===== config.mk =====
export PLATFORM = sky130hd
export DESIGN_NAME = scl_timing_gen
export DESIGN_NICKNAME = d
export VERILOG_FILES = /design/src/rtl/scl_pkg.sv /design/src/rtl/scl_cfg_shadow.sv /design/src/rtl/scl_prescaler.sv /design/src/rtl/scl_phase_seq.sv /design/src/rtl/scl_timing_gen.sv
export SDC_FILE = /design/constraint.sdc
export NUM_CORES = 1
export LEC_CHECK = 0
export ABC_AREA = 1
export BUFFER_PORTS_ARGS = -buffer_cell sky130_fd_sc_hd__buf_2
export CORE_MARGIN = 2
export CORE_UTILIZATION = 25
export CTS_CLUSTER_DIAMETER = 50
export DETAILED_ROUTE_END_ITERATION = 6
export GPL_TIMING_DRIVEN = 0
export PLACE_DENSITY = 0.43
export SLEW_MARGIN = 20
export SYNTH_ARGS = -nofsm -noshare
export SYNTH_HDL_FRONTEND = slang
export SYNTH_HIERARCHICAL = 1
export SYNTH_SLANG_ARGS = --single-unit

===== constraint.sdc =====
create_clock -name clk -period 5.2 [get_ports clk]
set_input_delay 0.26 -clock clk [delete_from_list [all_inputs] [get_ports clk]]
set_output_delay 0.26 -clock clk [all_outputs]
set_load 0.05 [all_outputs]

===== src/rtl/scl_pkg.sv =====
package scl_pkg;
  typedef enum logic [1:0] {
    PH_HIGH = 2'd0,
    PH_HOLD = 2'd1,
    PH_LOW  = 2'd2
  } scl_phase_e;
endpackage


===== src/rtl/scl_cfg_shadow.sv =====
module scl_cfg_shadow #(
  parameter int CNT_W = 10,
  parameter int DIV_W = 8
) (
  input  logic               clk,
  input  logic               rst,
  input  logic               load,
  input  logic [3*CNT_W-1:0] timing_word,
  input  logic [DIV_W-1:0]   div_val,
  output logic [CNT_W-1:0]   high_new,
  output logic [CNT_W-1:0]   low_q,
  output logic [CNT_W-1:0]   gap_q,
  output logic [DIV_W-1:0]   div_m1_sel
);
  localparam int SUM_W = CNT_W + 1;

  logic [CNT_W-1:0] h_raw, l_raw, c_raw, l_eff, gap_new;
  logic [SUM_W-1:0] pair_sum, cyc_ext;
  logic [DIV_W-1:0] div_m1_new, div_m1_q;

  // Field placement is fixed: high on top, low in the middle, period at the bottom.
  assign h_raw = timing_word[3*CNT_W-1:2*CNT_W];
  assign l_raw = timing_word[2*CNT_W-1:CNT_W];
  assign c_raw = timing_word[CNT_W-1:0];

  assign high_new = (h_raw == '0) ? CNT_W'(1) : h_raw;
  assign l_eff    = (l_raw == '0) ? CNT_W'(1) : l_raw;

  assign pair_sum = {1'b0, high_new} + {1'b0, l_eff};
  assign cyc_ext  = {1'b0, c_raw};
  assign gap_new  = (cyc_ext > pair_sum) ? CNT_W'(cyc_ext - pair_sum) : '0;

  assign div_m1_new = (div_val == '0) ? '0 : div_val - DIV_W'(1);
  assign div_m1_sel = load ? div_m1_new : div_m1_q;

  always_ff @(posedge clk) begin
    if (rst) begin
      low_q    <= CNT_W'(1);
      gap_q    <= '0;
      div_m1_q <= '0;
    end else if (load) begin
      low_q    <= l_eff;
      gap_q    <= gap_new;
      div_m1_q <= div_m1_new;
    end
  end
endmodule


===== src/rtl/scl_prescaler.sv =====
module scl_prescaler #(
  parameter int DIV_W = 8
) (
  input  logic             clk,
  input  logic             rst,
  input  logic             en,
  input  logic [DIV_W-1:0] div_m1,
  output logic             tick_q
);
  logic [DIV_W-1:0] cnt_q;

  always_ff @(posedge clk) begin
    if (rst || !en) begin
      cnt_q  <= '0;
      tick_q <= 1'b0;
    end else if (cnt_q >= div_m1) begin
      cnt_q  <= '0;
      tick_q <= 1'b1;
    end else begin
      cnt_q  <= cnt_q + DIV_W'(1);
      tick_q <= 1'b0;
    end
  end

  // A divide above one never yields back-to-back ticks.
  assert_tick_spacing_R2: assert property (@(posedge clk) disable iff (rst)
    (tick_q && div_m1 != '0) |=> !tick_q);
endmodule


===== src/rtl/scl_phase_seq.sv =====
module scl_phase_seq
  import scl_pkg::*;
#(
  parameter int CNT_W = 10
) (
  input  logic             clk,
  input  logic             rst,
  input  logic             en,
  input  logic             tick,
  input  logic             scl_in,
  input  logic [CNT_W-1:0] high_new,
  input  logic [CNT_W-1:0] low_q,
  input  logic [CNT_W-1:0] gap_q,
  output logic             boundary,
  output logic             scl_oe_q,
  output logic             fall_q,
  output logic             slot_q,
  output logic             rise_q,
  output logic             stretch_q
);
  scl_phase_e       state_q, st_n;
  logic [CNT_W-1:0] rem_q, rem_n;
  logic             fall_n, slot_n, last;

  assign last = (rem_q == CNT_W'(1));

  always_comb begin
    st_n     = state_q;
    rem_n    = rem_q;
    fall_n   = 1'b0;
    slot_n   = 1'b0;
    boundary = 1'b0;
    case (state_q)
      PH_HIGH: if (tick && scl_in) begin
        if (last) begin
          fall_n = 1'b1;
          if (gap_q != '0) begin
            st_n  = PH_HOLD;
            rem_n = gap_q;
          end else begin
            st_n   = PH_LOW;
            rem_n  = low_q;
            slot_n = 1'b1;
          end
        end else begin
          rem_n = rem_q - CNT_W'(1);
        end
      end
      PH_HOLD: if (tick) begin
        if (last) begin
          st_n   = PH_LOW;
          rem_n  = low_q;
          slot_n = 1'b1;
        end else begin
          rem_n = rem_q - CNT_W'(1);
        end
      end
      PH_LOW: if (tick) begin
        if (last) begin
          boundary = 1'b1;
          st_n     = PH_HIGH;
          rem_n    = high_new;
        end else begin
          rem_n = rem_q - CNT_W'(1);
        end
      end
      default: begin
        st_n  = PH_HIGH;
        rem_n = high_new;
      end
    endcase
    if (!en) begin
      st_n     = PH_HIGH;
      rem_n    = high_new;
      fall_n   = 1'b0;
      slot_n   = 1'b0;
      boundary = 1'b0;
    end
  end

  always_ff @(posedge clk) begin
    if (rst) begin
      state_q   <= PH_HIGH;
      rem_q     <= CNT_W'(1);
      scl_oe_q  <= 1'b0;
      fall_q    <= 1'b0;
      slot_q    <= 1'b0;
      rise_q    <= 1'b0;
      stretch_q <= 1'b0;
    end else begin
      state_q   <= st_n;
      rem_q     <= rem_n;
      scl_oe_q  <= (st_n != PH_HIGH);
      fall_q    <= fall_n;
      slot_q    <= slot_n;
      rise_q    <= boundary;
      stretch_q <= en && (state_q == PH_HIGH) && (st_n == PH_HIGH) && !scl_in;
    end
  end

  // A tick that lands while the released line reads low is not counted.
  assert_stall_hold_R7: assert property (@(posedge clk) disable iff (rst)
    (en && state_q == PH_HIGH && tick && !scl_in) |=> (state_q == PH_HIGH && $stable(rem_q)));

  // The remaining count can never sit at zero while the clock runs.
  assert_rem_live_R3: assert property (@(posedge clk) disable iff (rst)
    en |-> rem_q != '0);
endmodule


===== src/rtl/scl_timing_gen.sv =====
module scl_timing_gen #(
  parameter int CNT_W = 10,
  parameter int DIV_W = 8
) (
  input  logic               clk,
  input  logic               rst,
  input  logic               clk_en,
  input  logic [3*CNT_W-1:0] timing_word,
  input  logic [DIV_W-1:0]   div_val,
  input  logic               scl_in,
  output logic               scl_oe,
  output logic               tick,
  output logic               scl_fall_stb,
  output logic               sda_slot_stb,
  output logic               scl_rise_stb,
  output logic               stretch_seen
);
  logic [CNT_W-1:0] high_new, low_q, gap_q;
  logic [DIV_W-1:0] div_m1_sel;
  logic             boundary, load;

  // Shadows follow the inputs while idle and are captured again at each boundary.
  assign load = !clk_en || boundary;

  scl_cfg_shadow #(.CNT_W(CNT_W), .DIV_W(DIV_W)) u_shadow (
    .clk(clk), .rst(rst), .load(load), .timing_word(timing_word), .div_val(div_val),
    .high_new(high_new), .low_q(low_q), .gap_q(gap_q), .div_m1_sel(div_m1_sel)
  );

  scl_prescaler #(.DIV_W(DIV_W)) u_presc (
    .clk(clk), .rst(rst), .en(clk_en), .div_m1(div_m1_sel), .tick_q(tick)
  );

  scl_phase_seq #(.CNT_W(CNT_W)) u_seq (
    .clk(clk), .rst(rst), .en(clk_en), .tick(tick), .scl_in(scl_in),
    .high_new(high_new), .low_q(low_q), .gap_q(gap_q), .boundary(boundary),
    .scl_oe_q(scl_oe), .fall_q(scl_fall_stb), .slot_q(sda_slot_stb),
    .rise_q(scl_rise_stb), .stretch_q(stretch_seen)
  );

  assert_idle_quiet_R6: assert property (@(posedge clk) disable iff (rst)
    !clk_en |=> (!scl_oe && !tick && !scl_fall_stb && !sda_slot_stb && !scl_rise_stb));

  assert_fall_edge_R9: assert property (@(posedge clk) disable iff (rst)
    scl_fall_stb |-> (scl_oe && !$past(scl_oe)));

  assert_rise_edge_R9: assert property (@(posedge clk) disable iff (rst)
    scl_rise_stb |-> (!scl_oe && $past(scl_oe)));

  assert_slot_low_R5: assert property (@(posedge clk) disable iff (rst)
    sda_slot_stb |-> scl_oe);
endmodule


### Word-level counts from Yosys, hierarchy flattened

Cells that the tools add are included.

| storage, ports and cells | value |
|---|---|
| bits in registers | 54 |
| bits of input ports | 42 |
| output and inout bits | 6 |
| word-level logic and storage cells | 79 |

| cells by class | value |
|---|---|
| add/subtract/negate cells | 5 |
| order comparisons | 2 |
| equality and inequality tests | 6 |
| multiplexer cells | 32 |
| bitwise gates (word level) | 3 |
| reductions and logical operators | 19 |

Operators by type and width:

| kind | count |
|---|---|
| 10-bit 2-to-1 mux | 11 |
| 10-bit one-hot mux with 3 select lines | 1 |
| 10-bit logical NOT | 2 |
| 2-bit 2-to-1 mux | 8 |
| 8-bit 2-to-1 mux | 2 |
| 10-bit by 10-bit adder with 11-bit output | 1 |
| 10-bit by 11-bit > comparator with 1-bit output | 1 |
| 10-bit by 1-bit == test with 1-bit output (second input constant) | 1 |
| 10-bit nonzero test | 1 |
| 10-bit by 1-bit subtractor with 10-bit output (second input constant) | 1 |
| 10-bit subtractor | 1 |
| 8-bit by 1-bit adder with 8-bit output (second input constant) | 1 |
| 8-bit greater-or-equal comparator | 1 |
| 8-bit logical NOT | 1 |
| 1-bit 2-to-1 mux | 8 |
| 8-bit by 1-bit subtractor with 8-bit output (second input constant) | 1 |
| 3-bit != test (second input constant) | 2 |
| 2-bit one-hot mux with 3 select lines | 1 |
| 1-bit logical AND | 4 |
| 2-bit logical NOT | 2 |
| 2-bit OR reduction | 2 |
| 4-bit OR reduction | 1 |
| 3-bit by 2-bit != test with 1-bit output (second input constant) | 1 |
| 1-bit inverter | 3 |
| other kinds (7) | 9 |

### Depth between registers and ports, before layout

Gate-level depths: netlist of run 1.

| depth | value |
|---|---|
| depth after elaboration | 9 |
| mapped depth | 21 |
| mapped depth without buffers | 21 |

### Modules after synthesis

The synthesis of run 1 kept the hierarchy.

By module, submodules not included:

| module | instances | cells an instance | area each (um2) | seq. area each (um2) |
|---|---|---|---|---|
| scl_cfg_shadow | 1 | 355 | 2296.0 | 560.5 |
| scl_phase_seq | 1 | 274 | 1576.5 | 340.3 |
| scl_prescaler | 1 | 78 | 575.6 | 180.2 |
| scl_timing_gen | 1 | 2 | 7.5 | 0.0 |

### Least setup slack after synthesis of run 1

Ideal clock, no wire load.

| timing path | value |
|---|---|
| path kind | input to register |
| from | input timing_word[29] |
| to | register u_shadow.gap_q[9] |
| library setup time | 0.128 ns |
| arrival | 2.709 ns |
| data required time | 5.072 ns |
| slack | 2.363 ns |
| stages on the path | 19 |
| buffers on the path | 0 |
| cell sequence | nor2_1 > a31o_2 > ha_1 > fa_1 > nand2_1 > nand3_2 > a21oi_1 > xor2_1 > ha_1 > nand2_2 > inv_1 > a21oi_2 > nand3_2 > nand2_4 > nand2_8 > nand2_2 > nor2_2 > nor2_1 > nor2_1 |

| between the ends | value |
|---|---|
| word-level cells in the longest chain between the ends | 5 |
| elaborated cells on any way between the ends | 6 |
| those cells by class | add/sub: 2; order compare: 1; mux: 2; reduce/logical: 1 |

Ends and longest elaborated chain:

| what | line | source |
|---|---|---|
| start, declared | scl_timing_gen.sv:8 | `input logic [3*CNT_W-1:0] timing_word,` |
| 10-bit logical NOT (*) | scl_cfg_shadow.sv:26 | `assign high_new = (h_raw == '0) ? CNT_W'(1) : h_raw;` |
| 10-bit 2-to-1 mux (*) | scl_cfg_shadow.sv:26 |  |
| net high_new[0] | scl_timing_gen.sv:18 | `logic [CNT_W-1:0] high_new, low_q, gap_q;` |
| 10-bit by 10-bit adder with 11-bit output (*) | scl_cfg_shadow.sv:29 | `assign pair_sum = {1'b0, high_new} + {1'b0, l_eff};` |
| 10-bit subtractor or 10-bit by 11-bit > comparator with 1-bit output (tied branches) | scl_cfg_shadow.sv:31 | `assign gap_new = (cyc_ext > pair_sum) ? CNT_W'(cyc_ext - pair_sum) : '0;` |
| 10-bit 2-to-1 mux (*) | scl_cfg_shadow.sv:31 |  |
| end signal, assigned | scl_cfg_shadow.sv:43 | `gap_q <= gap_new;` |
| end, declared | scl_cfg_shadow.sv:12 | `output logic [CNT_W-1:0] gap_q,` |

Mark *: on every way through the listed nets, which the timed path passes. The rest lies on a longest branch.
A chain may end at the register's enable or synchronous reset.

### Worst setup path after layout of run 1

| timing path | value |
|---|---|
| from | register u_seq.rem_q[1] |
| to | register u_presc.cnt_q[7] |

| between the ends | value |
|---|---|
| word-level cells in the longest chain between the ends | 9 |

Ends and longest elaborated chain:

| what | line | source |
|---|---|---|
| start, declared | scl_phase_seq.sv:22 | `logic [CNT_W-1:0] rem_q, rem_n;` |
| start signal, assigned | scl_phase_seq.sv:92 | `rem_q <= rem_n;` |
| 10-bit by 1-bit == test with 1-bit output | scl_phase_seq.sv:25 | `assign last = (rem_q == CNT_W'(1));` |
| 1-bit 2-to-1 mux | scl_phase_seq.sv:59 | `if (last) begin` |
| 1-bit 2-to-1 mux | n/a |  |
| 1-bit 2-to-1 mux | scl_phase_seq.sv:33 | `case (state_q)` |
| 1-bit 2-to-1 mux | scl_phase_seq.sv:72 | `if (!en) begin` |
| net boundary | scl_timing_gen.sv:20 | `logic boundary, load;` |
| 1-bit logical OR | scl_timing_gen.sv:23 | `assign load = !clk_en \|\| boundary;` |
| net load | scl_timing_gen.sv:20 |  |
| 8-bit 2-to-1 mux | scl_cfg_shadow.sv:34 | `assign div_m1_sel = load ? div_m1_new : div_m1_q;` |
| net div_m1_sel[5] | scl_timing_gen.sv:19 | `logic [DIV_W-1:0] div_m1_sel;` |
| 8-bit greater-or-equal comparator | scl_prescaler.sv:16 | `end else if (cnt_q >= div_m1) begin` |
| 2-bit OR reduction (no source line) | n/a |  |
| end signal, assigned | scl_prescaler.sv:20 | `cnt_q <= cnt_q + DIV_W'(1);` |
| end, declared | scl_prescaler.sv:10 | `logic [DIV_W-1:0] cnt_q;` |

The timed path passes the listed nets, and every way through them passes these cells.

==> results of run 1 <==
==> through the flow <==
step	power [mW]	area, sq um
finish	1.29	5120
global route	1.40	5120
CTS	1.31	5120
detailed placement	0.963	4970
global placement	0.965	4970
floorplan	0.828	4460
==> synth_stat cells (all sizes together) (4+ instances only) <==
cell	number
buf	10
clkbuf	26
a21oi	57
nor2	85
a21o	4
xnor2	8
nor3	7
a31oi	5
o21ai	46
nand2	177
nor4	5
ha	32
nand3	49
nand3b	10
dfxtp	54
inv	104
xor2	12
==> per-layer routing <==
metal / track usage / share of wire
met1: 0.202 / 0.52
met2: 0.232 / 0.44
met3: 0.0177 / 0.030
met4: 0.0309 / 0.0099
met5: 0 / 0
==> worst max-delay path by stage <==
stage	slack, ps	cells past startpoint	end
5_1_grt	1330	19	u_presc/cnt_q[0]
2_1_floorplan	2360	19	u_shadow/gap_q[9]
4_1_cts	1700	19	u_presc/cnt_q[5]
3_3_place_gp	1540	21	u_shadow/gap_q[9]
6_report	1780	19	u_presc/cnt_q[7]
3_5_place_dp	1570	21	u_shadow/gap_q[9]
==> flip-flops by register name, summed over array words and instances (netlist names) <==
name               cells
u_seq/rem_q           10
u_shadow/gap_q        10
u_shadow/low_q        10
u_presc/cnt_q          8
u_shadow/div_m1_q      8
u_seq/state_q          2
u_presc/tick_q         1
u_seq/fall_q           1
u_seq/rise_q           1
u_seq/scl_oe_q         1
u_seq/slot_q           1
u_seq/stretch_q        1
==> placed cells by master (no fill, tap or decap), drive strengths merged, types with 2 or more instances in the layout <==
cell type,Yosys,layout
a21oi,57,57
nor3,7,7
nand2,177,177
nand3b,10,10
xnor2,8,8
a31oi,5,5
dfxtp,54,54
fa,2,2
nand3,49,49
inv,104,104
nand4,3,3
nor2,85,85
clkbuf,26,31
a31o,3,3
xor2,12,12
ha,32,32
clkinv,1,3
a21o,4,4
o21ai,46,46
nor4,5,5
o22ai,2,2
buf,10,57
==> area by class of cell <==
class	instances	area, sq um
sequential	54	1080
clock buffer	5	125
buffer	36	163
multi-input combinational	514	2820
fill	1996	12200
timing repair buffer	47	235
clock inverter	3	21.3
inverter	105	394
tap	225	282
==> kinds of logic (layout without fill, tap and decap cells) <==
group	Yosys count	count (layout)	share of synthesized area
buffers and inverters	141	196	0.125
flip-flops	54	54	0.243
AO/OA/AOI/OAI	122	122	0.151
adder cells (fa/ha/maj)	34	34	0.0988
AND/OR/NAND/NOR	338	338	0.343
XOR/XNOR	20	20	0.0393
==> worst max-delay path: cells and delay by family (launching register included) <==
family                     cells  cell delay (ps)
and+or+nand+nor               11             1630
AOI/OAI and AO/OA              1              140
adders and majority gates      2              410
buffers and inverters          5              850
DFF                            1              320
==> power by group through the flow <==
stage	Combinational, mW	Sequential [mW]	Clock [mW]
floorplan	0.366	0.463	0
global placement	0.497	0.468	0
detailed placement	0.495	0.468	0
CTS	0.498	0.458	0.354
global route	0.563	0.462	0.371
finish	0.492	0.458	0.340
==> results.yml, run 1 <==
status:
  status: "finished, final reports clean"
logic_synthesis:
  avgSynthCellArea_sq_um: 6.28
  postSynthNetCount: 785
  async_flop_share: 0
  yosys_warnings: 6
  ys_seq_area_frac: 0.243
  synth_top_area_cell: "dfxtp_1"
  ys_ff_latch: 54
  synth_flop_cell: "dfxtp_1"
  yosys-top-cells-area: "dfxtp_1, nand2_1, ha_1, inv_1, nor2_1"
  syn_inst: 709
  synth_top_area_share: 0.243
  synth.distinct_cells: 46
  synth-edff-count: 0
  netlist_area_sq_um: 4460
power:
  p_clk_frac: 0.264
  power_density_nw_per_um2: 252
  seqPwrFrac: 0.355
  vdd_drop_max_mv: 0.129
  p_switching_mw: 0.499
  combPwrFrac: 0.381
  leakagePower_nw: 2.48
  p_int_mw: 0.791
  switching_share: 0.387
global_routing:
  grt_pass1_vias: 4159
  antenna_found_initial: 0
  grt_overflow_total: 0
  grt_pass1_wl_um: 20900
  grt_max_degree: 18
  grt_usage: 0.143
critical_path:
  ff2ff_setup_slack_ps: 1780
  crit_chain: "inv_1 > ha_1 > nand3_1 > nor2_4 > nand2_1 > nor3_1 > inv_1 > nand2_1 > clkinv_1 > clkbuf_1 > nand2_1 > nand2_1 > inv_1 > ha_1 > a21oi_1 > nor2_1 > nor2_1 > nand3_2 > nor2_1"
  r2r_start: "u_seq/rem_q[1]"
  end_kind: "flip-flop"
  cpMaxStageDelayCell: "dfxtp_1"
  cp.required_ps: 5430
  r2r_cells: 19
  cp-startpoint: "u_seq/rem_q[1]"
  crit_arrival_ps: 3650
  worst_path_most_repeated_cell: "nand2_1"
  path_class: "flip-flop to flip-flop"
  crit_path_max_fanout: 10
  cp-start-kind: "flip-flop"
  critPathMaxStageDelay_ps: 320
  r2r-end: "u_presc/cnt_q[7]"
timing:
  slew_headroom: 0.666
  setup_viol: 0
  drv_slew: 0
  finalCriticalPeriod_ps: 3420
  fin_ws_ps: 1780
  skew_ps: 5.07
  min_period_over_period: 0.657
  fmax_mhz: 293
  fin_hold_ws_ps: 135
  rsz0062_at_grt: "false"
  finalHoldViolCount: 0
  worst_pin_slew_ps: 502
  fin_tns_setup_ps: 0
route:
  vias: 4361
  dr.first_iter.drc_count: 221
  firstDrtPassIters: 4
  avgRoutedWirePerCell_um: 13.1
  ant_nets: 0
  drc_errors: 0
  routed_wl_um: 13000
  via_per_inst: 4.41
layout:
  drive_gt1_frac: 0.135
  layout.cells.non_filler: 989
  syn2layout_area_growth_pct: 14.9
  final_core_util: 0.295
  nets: 839
  num_antenna_cells: 0
min_path:
  holdPathStages: 2
  min_from: "scl_in"
  hold_end: "u_seq/stretch_q"
  hold_class: "input port to flip-flop"
floorplan:
  core_sq_um: 17400
  fp.dieH_um: 138
  std_cell_rows: 48
  die_area_sq_um: 18900
  num_io_pins: 48
  start_util: 0.257
  die_x_um: 138
clock_network:
  cts_setup_buffers: 0
  cts.sinks: 54
  cts_tree: "done"
  clockBufferDepth: 2
  path_clk_slew_ps: 70
  cts_hold_buf: 0
  cts_root_buffer: "clkbuf_16"
  cts-resized-gates: 0
  cts_max_level: 2
  cts_buffers: 5
  clk_latency_ps: 300
run:
  maxCapViolations: 0
place:
  pre_cts_slack_ps: 1570
  place_congestion: 0.789
  dpl.hpwl_um: 10500
  placedCellCount: 981
  portBuffers: 47
(Power assumes the default switching activity.)
==> inputs of run 2 (changes only) <==
ABC_AREA = 0   (was 1)
clock period = 3.4 ns   (was 5.2 ns; I/O delays follow)
==> results.yml, run 2 <==
layout:
  syn2layout_area_growth_pct: 20.5
  layout.cells.non_filler: 777
  nets: 632
  multiInputGateArea_sq_um: 2950
  final_common_cell: "buf_2"
  fin_area_sq_um: 5040
  ff_latch_area_sq_um: 1090
  num_antenna_cells: 0
  reg.largest.list: "u_seq/rem_q (10), u_shadow/gap_q (10), u_shadow/low_q (10)"
  drive_gt1_frac: 0.221
  fill_cells: 1808
  layout_common_cells: "buf_2, dfxtp_1, nor2_1"
logic_synthesis:
  synth.distinct_cells: 74
  async_flop_share: 0
  yosys.cell_count.top_type: "dfxtp_1"
  yosys_warnings: 6
  synth_common_cells: "dfxtp_1, nor2_1, ha_1"
  netlist_area_sq_um: 4180
  ys_seq_area_frac: 0.259
  synth_flop_cell: "dfxtp_1"
  yosys-top-cells-area: "dfxtp_1, ha_1, nor2_1, a21oi_1, mux2i_1"
  syn_inst: 497
  postSynthNetCount: 573
  synth-edff-count: 0
  avgSynthCellArea_sq_um: 8.41
  synth_top_area_share: 0.259
  ys_ff_latch: 54
  synth_top_area_cell: "dfxtp_1"
route:
  routed_wl_um: 12500
  dr.first_iter.drc_count: 254
  via_per_inst: 4.95
  ant_nets: 0
  firstDrtPassIters: 4
  vias: 3847
  drc_errors: 0
  avgRoutedWirePerCell_um: 16.1
floorplan:
  start_util: 0.254
  die_x_um: 133
  fp.dieH_um: 133
  num_io_pins: 48
  die_area_sq_um: 17800
  core_sq_um: 16500
  std_cell_rows: 47
clock_network:
  cts_buffers: 5
  cts_hold_buf: 0
  clockBufferDepth: 2
  cts_max_level: 2
  cts_root_buffer: "clkbuf_16"
  cts.sinks: 54
  cts_tree: "done"
  path_clk_slew_ps: 70
  clk_latency_ps: 300
critical_path:
  path_class: "flip-flop to flip-flop"
  cp.required_ps: 3570
  cp-start-kind: "flip-flop"
  end_kind: "flip-flop"
  r2r_start: "u_seq/rem_q[4]"
  crit_arrival_ps: 3450
  crit_path_max_fanout: 7
  cp-startpoint: "u_seq/rem_q[4]"
global_routing:
  grt_pass1_wl_um: 20300
  antenna_found_initial: 0
  grt_overflow_total: 0
  grt_max_degree: 17
  grt_usage: 0.142
  grt_pass1_vias: 3885
status:
  status: "finished, final reports clean"
min_path:
  hold_class: "input port to flip-flop"
  min_from: "scl_in"
power:
  vdd_drop_max_mv: 0.194
  leakagePower_nw: 2.02
  power_density_nw_per_um2: 408
timing:
  min_period_over_period: 0.965
  worst_pin_slew_ps: 712
  slew_headroom: 0.524
  finalCriticalPeriod_ps: 3280
  drv_slew: 0
  fmax_mhz: 305
  skew_ps: 9.38
  setup_viol: 0
  finalHoldViolCount: 0
place:
  portBuffers: 47
  dpl.hpwl_um: 9820
  place_area_sq_um: 4690
  placedCellCount: 764
  place_congestion: 0.835
run:
  maxCapViolations: 0
## run 2: cell count changes in the layout (fill, tap and decap cells not counted), sizes merged, moves of 17 or more
| cell | change |
|---|---|
| a21oi | -25 |
| inv | -80 |
| nand2 | -167 |
| nand3 | -33 |
| nor2 | -41 |
| nor2b | +20 |
| nor3 | +17 |
| o21ai | -30 |
## run 2: final timing paths
check / cells after the start / slack, ps / end
min: 2 / 140 / u_seq/stretch_q
min reg2reg: 2 / 530 / u_shadow/low_q[6]
max reg2reg: 15 / 120 / u_presc/tick_q
max: 15 / 120 / u_presc/tick_q
## run 2: layout make-up
| type | instances | area share |
|---|---|---|
| plain buffers | 38 | 0.0358 |
| clock buffers | 6 | 0.0256 |
| clock inverters | 2 | 0.00745 |
| inverters | 25 | 0.0194 |
| multi-input cells | 380 | 0.586 |
| flip-flops and latches | 54 | 0.217 |
| well taps | 220 | 0.0547 |
| repair buffers | 52 | 0.0542 |
## run 2: power breakdown
part | switching (mW) | internal (mW)
clock | 0.242 | 0.348
combinational | 0.423 | 0.327
sequential | 0.0447 | 0.672
total | 0.710 | 1.35
## run 2: timing repair
action,CTS,global route
buffers inserted,3,2
endpoints found under the setup margin,19,19
pin swaps,3,8
cloned,0,1
resized for setup,13,26
## run 2: kinds of logic (layout without fill, tap and decap cells)
logic type | Yosys count | in the layout | share of synthesized area
compound gates | 147 | 148 | 0.266
flops | 54 | 54 | 0.259
fa+ha+maj | 34 | 34 | 0.105
xor+xnor | 25 | 25 | 0.0524
simple gates | 160 | 160 | 0.223
mux | 13 | 13 | 0.0314
buf+inv | 64 | 123 | 0.0635
## run 2: through the flow
step	hold slack, ps	setup TNS (ps)	setup slack [ps]	utilization	power, mW
after floorplan	249	0	100	-	1.24
after global placement	446	-7590	-467	0.285	1.42
after detailed placement	454	-7830	-596	0.285	1.43
after CTS	137	0	9.15	0.298	2.05
after global routing	154	-295	-51.9	0.306	2.20
final	137	0	119	0.306	2.06
## run 2: critical path, cell delays in order (launching register included)
cell        delay, ps
dfxtp_4           380
nor4_4            290
and3_4            250
nand2_4            80
nor2_2            100
nand2b_4          130
buf_6             120
clkinvlp_4        100
a21o_4            240
o2bb2ai_4         150
inv_1              70
ha_1              190
or4_4             540
a21oi_4           190
o31ai_4           140
nor2b_1           170
## run 2: per-layer routing
layer | wire length [um] | global-route usage | vias to the layer above
met5 | 0 | 0 | -
met4 | 242 | 0.0491 | 0
met3 | 542 | 0.0225 | 17
met2 | 5760 | 0.233 | 76
met1 | 6000 | 0.191 | 1809
li1 | - | - | 1945
==> inputs of run 3 (changes only) <==
clock period = 3.6 ns   (was 3.4 ns; I/O delays follow)
==> results.yml, run 3 (synthesized netlist as in run 2, its figures left out) <==
route:
  dr.first_iter.drc_count: 282
  via_per_inst: 4.94
  firstDrtPassIters: 4
  vias: 3831
  ant_nets: 0
  avgRoutedWirePerCell_um: 16.0
  routed-wl-met3_um: 461
  routed_wl_um: 12400
  drc_errors: 0
  wl_met1_um: 6000
  met2_length_um: 5720
  routed.top_layer: "met4"
min_path:
  hold_class: "input port to flip-flop"
  min_from: "scl_in"
  holdPathStages: 2
global_routing:
  grt_pass1_wl_um: 20300
  grt_pass1_vias: 3881
  grt_max_degree: 17
  grt_overflow_total: 0
  antenna_found_initial: 0
  grt_usage: 0.142
clock_network:
  clockBufferDepth: 2
  cts_root_buffer: "clkbuf_16"
  cts_buffers: 5
  cts_max_level: 2
  cts.sinks: 54
  clk_latency_ps: 300
  cts_hold_buf: 0
  path_clk_slew_ps: 70
  cts_tree: "done"
critical_path:
  path_depth: 16
  end_kind: "flip-flop"
  cpMaxStageDelayCell: "or4_4"
  critPathMaxStageDelay_ps: 540
  crit_path_max_fanout: 8
  critPathTopFamily: "simple AND/OR/NAND/NOR gates"
  path_class: "flip-flop to flip-flop"
  cp-start-kind: "flip-flop"
  cp.required_ps: 3770
  crit_chain: "buf_4 > nor4_4 > and3_4 > nand2_2 > nor2_1 > nand2b_1 > clkbuf_4 > clkinvlp_4 > a21o_4 > o2bb2ai_2 > inv_1 > ha_1 > or4_4 > a21oi_4 > o31ai_4 > nor2b_1"
  crit_arrival_ps: 3560
  r2r_start: "u_seq/rem_q[3]"
  cp-startpoint: "u_seq/rem_q[3]"
  cp_num_buf_inv: 4
  r2r_cells: 16
layout:
  syn2layout_area_growth_pct: 18.4
  reg.largest.list: "u_seq/rem_q (10), u_shadow/gap_q (10), u_shadow/low_q (10)"
  num_antenna_cells: 0
  final_core_util: 0.301
  fill_cells: 1812
  final_common_cell: "dfxtp_1"
  drive_gt1_frac: 0.200
  layout_common_cells: "dfxtp_1, buf_2, nor2_1"
  nets: 630
timing:
  worst_pin_slew_ps: 723
  drv_slew: 0
  finalCriticalPeriod_ps: 3390
  skew_ps: 10.7
  fin_hold_ws_ps: 145
  finalHoldViolCount: 0
  setup_viol: 0
  fin_ws_ps: 212
  slew_headroom: 0.516
  min_period_over_period: 0.941
  fmax_mhz: 295
power:
  p_switching_mw: 0.666
  p_int_mw: 1.26
  combPwrFrac: 0.358
  seqPwrFrac: 0.350
  leakagePower_nw: 1.98
  switching_share: 0.345
  p_total_mw: 1.93
  vdd_drop_max_mv: 0.186
  power_density_nw_per_um2: 390
  p_clk_frac: 0.292
floorplan:
  num_io_pins: 48
  die_area_sq_um: 17800
  std_cell_rows: 47
  fp.dieH_um: 133
  die_x_um: 133
  start_util: 0.254
  core_sq_um: 16500
run:
  maxCapViolations: 0
place:
  place_congestion: 0.835
  portBuffers: 47
  pre_cts_slack_ps: -406
  dpl.hpwl_um: 9820
status:
  status: "finished, final reports clean"
[run 3: power by group through the flow]
| stage | logic, mW | clock network (mW) | registers, mW |
|---|---|---|---|
| 4_1_cts | 0.682 | 0.575 | 0.671 |
| 6_report | 0.691 | 0.562 | 0.676 |
| 3_3_place_gp | 0.660 | 0 | 0.684 |
| 2_1_floorplan | 0.499 | 0 | 0.675 |
| 3_5_place_dp | 0.666 | 0 | 0.684 |
| 5_1_grt | 0.774 | 0.602 | 0.681 |
[run 3: metal layers]
metal  vias to the layer above  GRT usage
met5                         -          0
met4                         0     0.0491
met3                        17     0.0225
met2                        73      0.233
met1                      1801      0.191
li1                       1940          -
[run 3: worst paths after layout]
kind	end	slack (ps)
worst max-delay path	u_presc/tick_q	210
worst min-delay path	u_seq/stretch_q	150
worst max register to register	u_presc/tick_q	210
worst min register to register	u_shadow/low_q[0]	530
[run 3: through the flow]
step	instance area (sq um)	instances	setup TNS [ps]
CTS	4900	775	0
finish	4950	775	0
global route	4950	775	-2.28
global placement	4690	764	-3890
detailed placement	4690	764	-4130
floorplan	4180	497	0
[run 3: cell type report]
cell class                      count  area (sq um)  area share
Timing Repair Buffer               50           258      0.0521
Sequential cell                    54          1080       0.219
Tap cell                          220           275      0.0556
Clock inverter                      2          37.5     0.00759
Clock buffer                        6           129      0.0260
Multi-Input combinational cell    380          2900       0.585
Inverter                           25          97.6      0.0197
Buffer                             38           171      0.0346
[run 3: worst register-to-register path: stages, from the launching register on]
cell and delay, ps:
dfxtp_1 300, buf_4 160, nor4_4 240, and3_4 240, nand2_2 110, nor2_1 110
nand2b_1 100, clkbuf_4 170, clkinvlp_4 120, a21o_4 230, o2bb2ai_2 160, inv_1 80
ha_1 190, or4_4 540, a21oi_4 190, o31ai_4 140, nor2b_1 170
[run 3: repair_timing]
item	CTS	global route
setup endpoints to repair	10	10
gates cloned	0	1
pin swaps	2	2
gates resized for setup	4	15
buffers inserted	3	0
